===== config.mk =====
export PLATFORM = sky130hd
export DESIGN_NAME = pwm_pair_buf
export DESIGN_NICKNAME = d
export VERILOG_FILES = /design/src/rtl/pwm_pair_pkg.sv /design/src/rtl/pwm_word_reg.sv /design/src/rtl/pwm_tick_cnt.sv /design/src/rtl/pwm_edge_out.sv /design/src/rtl/pwm_buf_sel.sv /design/src/rtl/pwm_pair_buf.sv
export SDC_FILE = /design/constraint.sdc
export NUM_CORES = 1
export LEC_CHECK = 0
export ABC_AREA = 0
export CORE_MARGIN = 2
export CORE_UTILIZATION = 44
export DETAILED_ROUTE_END_ITERATION = 12
export SETUP_SLACK_MARGIN = 0.3
export SLEW_MARGIN = 20
export SYNTH_ARGS = -nofsm -noshare
export SYNTH_HDL_FRONTEND = slang
export SYNTH_SLANG_ARGS = --single-unit

===== constraint.sdc =====
create_clock -name clk_i -period 2.4 [get_ports clk_i]
set_input_delay 0.24 -clock clk_i [delete_from_list [all_inputs] [get_ports clk_i]]
set_output_delay 0.24 -clock clk_i [all_outputs]
set_load 0.03 [all_outputs]

===== src/rtl/pwm_pair_pkg.sv =====
package pwm_pair_pkg;
  localparam int unsigned AW   = 4;
  localparam int unsigned NREG = 3;  // modulo, compare 0, compare 1

  localparam logic [AW-1:0] A_CTL0 = 4'd6;
  localparam logic [AW-1:0] A_CTL1 = 4'd7;
  localparam logic [AW-1:0] A_FLAG = 4'd8;

  typedef struct packed {
    logic link;
    logic pol;
    logic en;
  } ctl0_t;

  typedef struct packed {
    logic pol;
    logic en;
  } ctl1_t;
endpackage


===== src/rtl/pwm_word_reg.sv =====
module pwm_word_reg #(
  parameter int unsigned DW = 8,
  parameter int unsigned AW = 4,
  parameter logic [AW-1:0] HI_ADDR = '0,
  parameter logic [2*DW-1:0] RST_VAL = '0
) (
  input  logic            clk_i,
  input  logic            rst_ni,
  input  logic            wr_en_i,
  input  logic [AW-1:0]   wr_addr_i,
  input  logic [DW-1:0]   wr_data_i,
  output logic [2*DW-1:0] val_o,
  output logic [2*DW-1:0] val_nxt_o,
  output logic            commit_o
);
  localparam int unsigned WW = 2 * DW;
  localparam logic [AW-1:0] LO_ADDR = HI_ADDR + AW'(1);

  logic [DW-1:0] hold_q;
  logic [WW-1:0] val_q;
  logic          hi_wr, lo_wr;

  assign hi_wr     = wr_en_i && (wr_addr_i == HI_ADDR);
  assign lo_wr     = wr_en_i && (wr_addr_i == LO_ADDR);
  assign val_nxt_o = lo_wr ? {hold_q, wr_data_i} : val_q;
  assign val_o     = val_q;
  assign commit_o  = lo_wr;

  always_ff @(posedge clk_i or negedge rst_ni) begin
    if (!rst_ni) begin
      hold_q <= '0;
      val_q  <= RST_VAL;
    end else begin
      if (hi_wr) hold_q <= wr_data_i;
      val_q <= val_nxt_o;
    end
  end

  p_hi_quiet_r2: assert property (@(posedge clk_i) disable iff (!rst_ni)
    hi_wr |=> $stable(val_q));
  p_lo_load_r2: assert property (@(posedge clk_i) disable iff (!rst_ni)
    lo_wr |=> (val_q[DW-1:0] == $past(wr_data_i)));
endmodule


===== src/rtl/pwm_tick_cnt.sv =====
module pwm_tick_cnt #(
  parameter int unsigned CW = 16
) (
  input  logic          clk_i,
  input  logic          rst_ni,
  input  logic [CW-1:0] mod_i,
  output logic [CW-1:0] cnt_nxt_o,
  output logic          wrap_o
);
  logic [CW-1:0] cnt_q;

  assign wrap_o    = (cnt_q == mod_i);
  assign cnt_nxt_o = wrap_o ? '0 : cnt_q + 1'b1;

  always_ff @(posedge clk_i or negedge rst_ni) begin
    if (!rst_ni) cnt_q <= '0;
    else         cnt_q <= cnt_nxt_o;
  end

  p_wrap_zero_r1: assert property (@(posedge clk_i) disable iff (!rst_ni)
    wrap_o |=> (cnt_q == '0));
  p_step_r1: assert property (@(posedge clk_i) disable iff (!rst_ni)
    !wrap_o |=> (cnt_q == $past(cnt_q) + 1'b1));
endmodule


===== src/rtl/pwm_edge_out.sv =====
module pwm_edge_out #(
  parameter int unsigned CW = 16
) (
  input  logic          clk_i,
  input  logic          rst_ni,
  input  logic          wrap_i,
  input  logic [CW-1:0] cnt_nxt_i,
  input  logic [CW-1:0] width_nxt_i,
  output logic          act_o,
  output logic          hit_o
);
  logic act_q, act_d;

  assign hit_o = (cnt_nxt_i == width_nxt_i);

  // set at rollover, clear on match; never toggle
  always_comb begin
    act_d = act_q;
    if (wrap_i)     act_d = (width_nxt_i != '0);
    else if (hit_o) act_d = 1'b0;
  end

  always_ff @(posedge clk_i or negedge rst_ni) begin
    if (!rst_ni) act_q <= 1'b0;
    else         act_q <= act_d;
  end

  assign act_o = act_q;

  p_rise_at_wrap_r4: assert property (@(posedge clk_i) disable iff (!rst_ni)
    $rose(act_q) |-> $past(wrap_i));
  p_match_clears_r4: assert property (@(posedge clk_i) disable iff (!rst_ni)
    (hit_o && !wrap_i) |=> !act_q);
endmodule


===== src/rtl/pwm_buf_sel.sv =====
module pwm_buf_sel #(
  parameter int unsigned CW = 16
) (
  input  logic               clk_i,
  input  logic               rst_ni,
  input  logic               link_i,
  input  logic               link_set_i,
  input  logic               wrap_i,
  input  logic [1:0]         commit_i,
  input  logic [1:0][CW-1:0] cmp_q_i,
  input  logic [CW-1:0]      cmp_d0_i,
  output logic [CW-1:0]      width_nxt_o
);
  logic          pend_q, pend_d;
  logic          src_q, src_d;
  logic [CW-1:0] width_q, width_d;

  always_comb begin
    pend_d = pend_q;
    src_d  = src_q;
    if (link_set_i) begin
      pend_d = 1'b0;
      src_d  = 1'b0;
    end else if (commit_i[0]) begin
      pend_d = 1'b1;
      src_d  = 1'b0;
    end else if (commit_i[1]) begin
      pend_d = 1'b1;
      src_d  = 1'b1;
    end else if (wrap_i) begin
      pend_d = 1'b0;
    end
  end

  // width swaps only at rollover, from the register written last
  always_comb begin
    width_d = width_q;
    if (link_set_i)                     width_d = cmp_d0_i;
    else if (link_i && wrap_i && pend_q) width_d = cmp_q_i[src_q];
  end

  always_ff @(posedge clk_i or negedge rst_ni) begin
    if (!rst_ni) begin
      pend_q  <= 1'b0;
      src_q   <= 1'b0;
      width_q <= '0;
    end else begin
      pend_q  <= pend_d;
      src_q   <= src_d;
      width_q <= width_d;
    end
  end

  assign width_nxt_o = width_d;

  p_mid_hold_r6: assert property (@(posedge clk_i) disable iff (!rst_ni)
    (link_i && !wrap_i && !link_set_i) |=> $stable(width_q));
  p_link_src_r5: assert property (@(posedge clk_i) disable iff (!rst_ni)
    link_set_i |=> (width_q == $past(cmp_d0_i)));
  p_last_wins_r7: assert property (@(posedge clk_i) disable iff (!rst_ni)
    (link_i && wrap_i && pend_q && !link_set_i) |=> (width_q == $past(cmp_q_i[src_q])));
endmodule


===== src/rtl/pwm_pair_buf.sv =====
module pwm_pair_buf
  import pwm_pair_pkg::*;
#(
  parameter int unsigned DW = 8,
  parameter logic [2*DW-1:0] MOD_RST = '1
) (
  input  logic          clk_i,
  input  logic          rst_ni,
  input  logic          wr_en_i,
  input  logic [AW-1:0] wr_addr_i,
  input  logic [DW-1:0] wr_data_i,
  output logic          pwm0_o,
  output logic          pwm1_o,
  output logic          ch1_gpio_o,
  output logic          ovf_flag_o,
  output logic [1:0]    cmp_flag_o
);
  localparam int unsigned CW  = 2 * DW;
  localparam int unsigned NCH = 2;

  logic [NREG-1:0][CW-1:0] word_q, word_d;
  logic [NREG-1:0]         commit;

  for (genvar i = 0; i < NREG; i++) begin : g_word
    pwm_word_reg #(
      .DW     (DW),
      .AW     (AW),
      .HI_ADDR(AW'(2 * i)),
      .RST_VAL((i == 0) ? MOD_RST : '0)
    ) u_word (
      .clk_i    (clk_i),
      .rst_ni   (rst_ni),
      .wr_en_i  (wr_en_i),
      .wr_addr_i(wr_addr_i),
      .wr_data_i(wr_data_i),
      .val_o    (word_q[i]),
      .val_nxt_o(word_d[i]),
      .commit_o (commit[i])
    );
  end

  logic [CW-1:0] cnt_nxt;
  logic          wrap;

  pwm_tick_cnt #(.CW(CW)) u_cnt (
    .clk_i    (clk_i),
    .rst_ni   (rst_ni),
    .mod_i    (word_q[0]),
    .cnt_nxt_o(cnt_nxt),
    .wrap_o   (wrap)
  );

  ctl0_t ctl0_q;
  ctl1_t ctl1_q;
  logic  ctl0_wr, ctl1_wr, flag_wr;
  logic  link_q, link_d, link_set;

  assign ctl0_wr  = wr_en_i && (wr_addr_i == A_CTL0);
  assign ctl1_wr  = wr_en_i && (wr_addr_i == A_CTL1);
  assign flag_wr  = wr_en_i && (wr_addr_i == A_FLAG);
  assign link_set = ctl0_wr && wr_data_i[2] && !link_q;

  // link takes hold at once, release waits for rollover
  always_comb begin
    link_d = link_q;
    if (link_set)                          link_d = 1'b1;
    else if (link_q && wrap && !ctl0_q.link) link_d = 1'b0;
  end

  always_ff @(posedge clk_i or negedge rst_ni) begin
    if (!rst_ni) begin
      ctl0_q <= '0;
      ctl1_q <= '0;
      link_q <= 1'b0;
    end else begin
      if (ctl0_wr)            ctl0_q <= ctl0_t'(wr_data_i[2:0]);
      if (ctl1_wr && !link_q) ctl1_q <= ctl1_t'(wr_data_i[1:0]);
      link_q <= link_d;
    end
  end

  logic [CW-1:0] buf_width_d;

  pwm_buf_sel #(.CW(CW)) u_buf (
    .clk_i      (clk_i),
    .rst_ni     (rst_ni),
    .link_i     (link_q),
    .link_set_i (link_set),
    .wrap_i     (wrap),
    .commit_i   (commit[2:1]),
    .cmp_q_i    (word_q[2:1]),
    .cmp_d0_i   (word_d[1]),
    .width_nxt_o(buf_width_d)
  );

  logic [NCH-1:0][CW-1:0] width_d;
  logic [NCH-1:0]         act, hit;

  assign width_d[0] = link_d ? buf_width_d : word_d[1];
  assign width_d[1] = word_d[2];

  for (genvar c = 0; c < NCH; c++) begin : g_ch
    pwm_edge_out #(.CW(CW)) u_out (
      .clk_i      (clk_i),
      .rst_ni     (rst_ni),
      .wrap_i     (wrap),
      .cnt_nxt_i  (cnt_nxt),
      .width_nxt_i(width_d[c]),
      .act_o      (act[c]),
      .hit_o      (hit[c])
    );
  end

  logic [2:0] flag_q, flag_d, flag_set, flag_clr;

  assign flag_set = {hit[1] & ~link_q, hit[0], wrap};
  assign flag_clr = flag_wr ? wr_data_i[2:0] : 3'b000;
  assign flag_d   = (flag_q & ~flag_clr) | flag_set;

  always_ff @(posedge clk_i or negedge rst_ni) begin
    if (!rst_ni) flag_q <= '0;
    else         flag_q <= flag_d;
  end

  assign pwm0_o     = ctl0_q.en & (act[0] ^ ctl0_q.pol);
  assign pwm1_o     = ~link_q & ctl1_q.en & (act[1] ^ ctl1_q.pol);
  assign ch1_gpio_o = link_q;
  assign ovf_flag_o = flag_q[0];
  assign cmp_flag_o = flag_q[2:1];

  p_mod_load_r2: assert property (@(posedge clk_i) disable iff (!rst_ni)
    commit[0] |=> (word_q[0] == $past(word_d[0])));
  p_ovf_set_r1: assert property (@(posedge clk_i) disable iff (!rst_ni)
    wrap |=> ovf_flag_o);
  p_pin_free_r5: assert property (@(posedge clk_i) disable iff (!rst_ni)
    ch1_gpio_o |-> !pwm1_o);
  p_unlink_at_wrap_r9: assert property (@(posedge clk_i) disable iff (!rst_ni)
    $fell(link_q) |-> $past(wrap));
  p_cmp_flag_r11: assert property (@(posedge clk_i) disable iff (!rst_ni)
    hit[0] |=> cmp_flag_o[0]);
endmodule


# [Word-level counts from Yosys, hierarchy flattened]
# Cells that the tools add are included.
# Widths: inputs -> output; s select.
[op_classes] n_mux=22 eq_ne=11 n_addsub=1 bitwise=10 n_reduce_logical=24 magnitude_cmp=1
[op_table] operator="$mux 16" count=8
[op_table] operator="$eq 16x16->1" count=3
[op_table] operator="$reduce_bool 16->1" count=2
[op_table] operator="$add 16x1->16 const B" count=1
[op_table] operator="$eq 4x3->1 const B" count=4
[op_table] operator="$logic_and 1x1->1" count=15
[op_table] operator="$mux 1" count=13
[op_table] operator="$eq 4x2->1 const B" count=2
[op_table] operator="$and 1x1->1" count=4
[op_table] operator="$eq 4x1->1 const B" count=1
[op_table] operator="$eq 4x4->1 const B" count=1
[op_table] operator="$logic_not 4->1" count=1
[op_table] operator="$reduce_bool 2->1" count=2
[op_table] operator="$reduce_bool 4->1" count=1
[op_table] operator="$and 3x3->3" count=1
[op_table] operator="$mux 3" count=1
[op_table] operator="$not 3->3" count=1
[op_table] operator="$or 3x3->3" count=1
[op_table] operator="$reduce_bool 3->1" count=1
[op_table] operator="$logic_not 1->1" count=2
[op_table] operator="$lt 1x2->1 const B" count=1
[op_table] operator="$xor 1x1->1" count=2
[op_table] operator="$not 1->1" count=1
[word_totals] inputBits=15 word_cells=88 register_bits=117

# [Depth between registers and ports, before layout]
[logic_depth] ltp_word=9 ltp_mapped=13 ltp_nobuf=10

# [Cells and area by module]
# A second synthesis with hierarchy kept.
[hier_totals] hier_cells=451 hier_area_um2=6099.6
[by_module_without_submodules] module="pwm_buf_sel" n_inst=1 cells_per_inst=78 area_each_um2=1033.5
[by_module_without_submodules] module="pwm_word_reg at g_word[0].u_word" n_inst=1 cells_per_inst=54 area_each_um2=988.4
[by_module_without_submodules] module="pwm_word_reg at g_word[2].u_word" n_inst=1 cells_per_inst=54 area_each_um2=974.7
[by_module_without_submodules] module="pwm_word_reg at g_word[1].u_word" n_inst=1 cells_per_inst=54 area_each_um2=964.7
[by_module_without_submodules] module="pwm_tick_cnt" n_inst=1 cells_per_inst=98 area_each_um2=947.2
[by_module_without_submodules] module="pwm_pair_buf" n_inst=1 cells_per_inst=53 area_each_um2=693.2
[by_module_without_submodules] module="pwm_edge_out" n_inst=2 cells_per_inst=30 area_each_um2=249.0

# [Worst setup path before layout]
# OpenSTA, ideal clock, no wires.
[synth_path] kind="register to register" startpoint="register g_word[0].u_word.val_q[15]" endpoint="register g_ch[0].u_out.act_q" setup_ns=0.128 stages_incl_launch_ff=11 slack_ns=-0.160 t_arrival_ns=2.431 path_cell_list="dfstp_2 xor2_1 nor4_1 nand4_1 buf_2 nor4_1 a221o_1 xnor2_1 nand4_2 o41ai_2 a2bb2oi_1"
[synth_between] elab_chain_len=8 elab_cells_between_ends=14 cone_classes="eq/ne (2); mux (7); reduce/logical (5)"
[synth_rtl] item="start, declared" line="pwm_word_reg.sv:20" source="logic [WW-1:0] val_q;"
[synth_rtl] item="start signal, assigned" line="pwm_word_reg.sv:35" source="val_q <= val_nxt_o;"
[synth_rtl] item="$eq 16x16->1 (*)" line="pwm_tick_cnt.sv:12" source="assign wrap_o = (cnt_q == mod_i);"
[synth_rtl] item="$logic_and 1x1->1" line="pwm_buf_sel.sv:39, pwm_pair_buf.sv:67"
[synth_rtl] item="$logic_and 1x1->1 (on tied branches)" line="pwm_buf_sel.sv:39, pwm_pair_buf.sv:67"
[synth_rtl] item="$mux 16 or $mux 1 (tied branches)" line="pwm_buf_sel.sv:39, pwm_pair_buf.sv:67"
[synth_rtl] item="$mux 16 or $mux 1 (tied branches)" line="pwm_buf_sel.sv:38, pwm_pair_buf.sv:66"
[synth_rtl] item="$mux 16" line="pwm_pair_buf.sv:99" source="assign width_d[0] = link_d ? buf_width_d : word_d[1];"
[synth_rtl] item="$eq 16x16->1 or $reduce_bool 16->1 (tied branches)" line="pwm_edge_out.sv:14, pwm_edge_out.sv:19"
[synth_rtl] item="$reduce_bool 2->1 (no source line) or $mux 1 (tied branches)"
[synth_rtl] item="end signal, assigned" line="pwm_edge_out.sv:25" source="else act_q <= act_d;"
[synth_rtl] item="end, declared" line="pwm_edge_out.sv:12" source="logic act_q, act_d;"
# Mark *: on every way between the ends. The rest lies on a longest branch, timed or not.
# A chain may end at the register's enable or synchronous reset.

# [Final worst setup path]
[layout_path] startpoint="register g_word[0].u_word.val_q[13]" endpoint="register g_ch[0].u_out.act_q"
# Same word-level chain as after synthesis.

==> flow_summary.json <==
{
  "core_area_um2": 14500,
  "hold_ws_ns": 0.331,
  "timing.critical_path.to_type": "flip-flop",
  "tritoncts.num_buffers": 17,
  "r2r_end": "g_ch[0].u_out.act_o",
  "synthesis.nets": 648,
  "fillcell_total": 1175,
  "netlist_top_cells_count": "dfrtp_1 (101), mux2_2 (59), inv_1 (47), nand2_1 (45), mux2i_1 (37)",
  "synth.top_cells.by_area": "dfrtp_1 (39%), mux2_2 (10%), dfstp_2 (6.4%)",
  "max_slew_margin_pct": 60.7,
  "starting_density_of_the_core_pct": 45.1,
  "rsz0062_at_grt": "true",
  "number_of_antenna_violating_nets_in_the_routed_design": 0,
  "syn_avg_cell_area_um2": 10.4,
  "vias_per_cell": 5.84,
  "synth-warning-count": 0,
  "number_of_global_route_vias_before_repair": 6325,
  "report.final.setup_viol": 19,
  "synth_flop_cell": "dfrtp_1",
  "ff2ff_setup_slack_ns": -0.63,
  "worstHoldPathType": "primary input to async pin",
  "fin_skew_ns": 0.0116,
  "final_layout_size_suffix_gt1_share_pct": 44.9,
  "timing_hold_violations_final": 0,
  "place_ws_ns": -1.14,
  "tcrit_tclk_final_pct": 126,
  "period_needed_ns": 3.03,
  "row_count": 44,
  "report.power.total_w": 0.0104,
  "netlist_area_before_placement_um2": 6560,
  "total_length_of_routed_wires_um": 24300,
  "grt_pass1_wl_um": 37400,
  "worst-slew-pin-transition_ns": 0.588,
  "timing.critical_path.required_ns": 2.71,
  "initial_antenna_violation_count": 0,
  "ir_drop_mv": 0.603,
  "timing_max_transition_violations_final": 0,
  "clock_latency_ns": 0.43,
  "synth_top_area_share_pct": 38.5,
  "yosys.cell_types.count": 73,
  "worst-path-max-fanout": 6,
  "die_area_um2": 15900,
  "total_leakage_power_nw": 4.30,
  "worst-setup-path-type": "flip-flop to flip-flop",
  "cts.clk_slew.worst_paths_ns": 0.06,
  "routed_wire_length_per_instance_um": 23.3,
  "clock_tree.root_cell": "clkbuf_16",
  "grt.total_usage_pct": 31.7,
  "post-place-cells": 997,
  "cts_tree": "built",
  "async_reset_ff_share_pct": 100,
  "hpwlAfterDp_um": 18000,
  "max-cap-violations": 0,
  "violations": "setup timing",
  "status": "complete, but fails checks",
  "route.detailed.drc": 0,
  "synth_top_cell_by_area": "dfrtp_1",
  "placed_area_um2": 8360,
  "first_iter_violations": 621,
  "global_route.overflow_total": 0,
  "yosysMostFrequentCell": "dfrtp_1",
  "powerDensity_nw_per_um2": 1100,
  "final.setup.worst_slack_ns": -0.626,
  "count_of_inserted_antenna_diode_cells": 0,
  "ff2ff_path_depth": 10,
  "pin_count": 21,
  "synth_enable_flop_cells": 0,
  "placement.io_buffers": 20,
  "layout.cells.non_filler": 1046,
  "clock_sinks": 117,
  "final_nets": 865,
  "ys_ff_latch": 117,
  "reg2reg_from": "g_word[0].u_word.val_o[13]",
  "floorplan.die.height_um": 126,
  "layout-area-overhead-vs-synth_pct": 44.2,
  "clk_path_buf_depth": 2,
  "post-route-cell-area_um2": 9460,
  "synth_sequential_area_ratio_pct": 45.0,
  "crit_path_start_kind": "flip-flop",
  "max_freq_ghz": 0.330,
  "via_count": 6106,
  "htreeDepth": 4,
  "arrival_ns": 3.33,
  "die_width_um": 126,
  "gate_count_after_technology_mapping": 632,
  "finalWeightedCongestion": 0.978,
  "detailed_routing_iterations_pass_1": 5,
  "grt_max_degree": 46
}
flip-flops by register name, summed over array words and instances (netlist names):
name / count
g_word.u_word.val_o: 48
u_buf.width_q: 16
ctl1_q: 2
ctl0_q: 3
u_buf.src_q: 1
g_ch.u_out.act_o: 2
ch1_gpio_o: 1
flag_q: 3
u_buf.pend_q: 1
g_word.u_word.hold_q: 24
u_cnt.cnt_q: 16
power by group:
| group | internal (W) | switching [W] |
|---|---|---|
| registers | 0.00259 | 0.000467 |
| logic | 0.00237 | 0.00241 |
| clock network | 0.00157 | 0.00100 |
| total | 0.00653 | 0.00388 |
cells in the final DEF, fill, tap and decap left out, drive strengths merged, types with 4 or more instances in the layout:
cell type / count
nor3: 10
nand4: 22
or2: 10
xor2: 21
nor2: 22
clkbuf: 19
buf: 211
nand2: 46
mux2: 59
a31oi: 8
a22o: 4
o211ai: 16
dfrtp: 101
nand3b: 6
a21oi: 14
clkdlybuf4s50: 17
xnor2: 22
clkinvlp: 4
dfstp: 16
nor4: 16
a21o: 4
or3: 5
and3: 4
and2: 6
inv: 51
nand3: 17
mux2i: 37
o21ai: 38
stage by stage:
stage	setup TNS, ns	utilization (%)
floorplan	-0.208	-
global placement	-8.52	57.5
detailed placement	-9.17	57.5
CTS	-3.63	64.5
global route	-6.12	65.1
finish	-4.02	65.1
layout make-up:
class	count	area, µm²	share of cell area, %
well taps	184	230	2.43
clock buffers	19	443	4.68
repair buffers	230	1940	20.5
multi-input cells	436	3570	37.7
flip-flops and latches	117	2950	31.2
inverters	47	176	1.87
clock inverters	13	148	1.56
worst max path at each step:
stage / endpoint / from / cells past startpoint
final: g_ch[0].u_out.act_o / g_word[0].u_word.val_o[13] / 10
after global routing: flag_q[1] / g_word[0].u_word.val_o[2] / 14
after CTS: g_ch[0].u_out.act_o / g_word[0].u_word.val_o[2] / 13
after detailed placement: flag_q[1] / g_word[0].u_word.val_o[15] / 11
after global placement: flag_q[1] / g_word[0].u_word.val_o[15] / 11
after floorplan: g_ch[0].u_out.act_o / g_word[0].u_word.val_o[15] / 10
logic make-up (layout without fill, tap and decap cells):
kind of cell	count (synthesis)	after routing	synth area share (%)
simple gates	179	179	15.4
compound gates	117	117	12.9
flops	117	117	45.0
mux	96	96	15.8
buf+inv	79	309	5.04
xor+xnor	43	43	5.74
fa+ha+maj	1	1	0.191
layer usage:
layer	GRT usage, %	vias to the layer above	wire length [µm]
met3	6.58	57	1490
met2	50.7	240	11600
met1	41.9	3090	10400
met4	13.4	0	875
met5	0	-	0
li1	-	2719	-
worst max-delay path: stages (launching register included):
cell and delay [ns]:
dfstp_2 0.54, xor2_1 0.08, nor4_2 0.36, and4_4 0.38, buf_4 0.20, a21oi_1 0.11
nor4_1 0.40, o32a_2 0.23, nand4_2 0.15, o41ai_2 0.36, a2bb2oi_1 0.09
what timing repair did:
| item | 4_1_cts | 5_1_grt |
|---|---|---|
| setup endpoints to repair | 35 | 27 |
| gates resized for setup | 82 | 18 |
| hold endpoints to repair | 23 | 0 |
| buffers inserted | 12 | 1 |
| pin swaps | 21 | 11 |
| hold buffers | 1 | 0 |
| cloned | 3 | 0 |
Note: power is estimated with default switching activity, not from simulation.
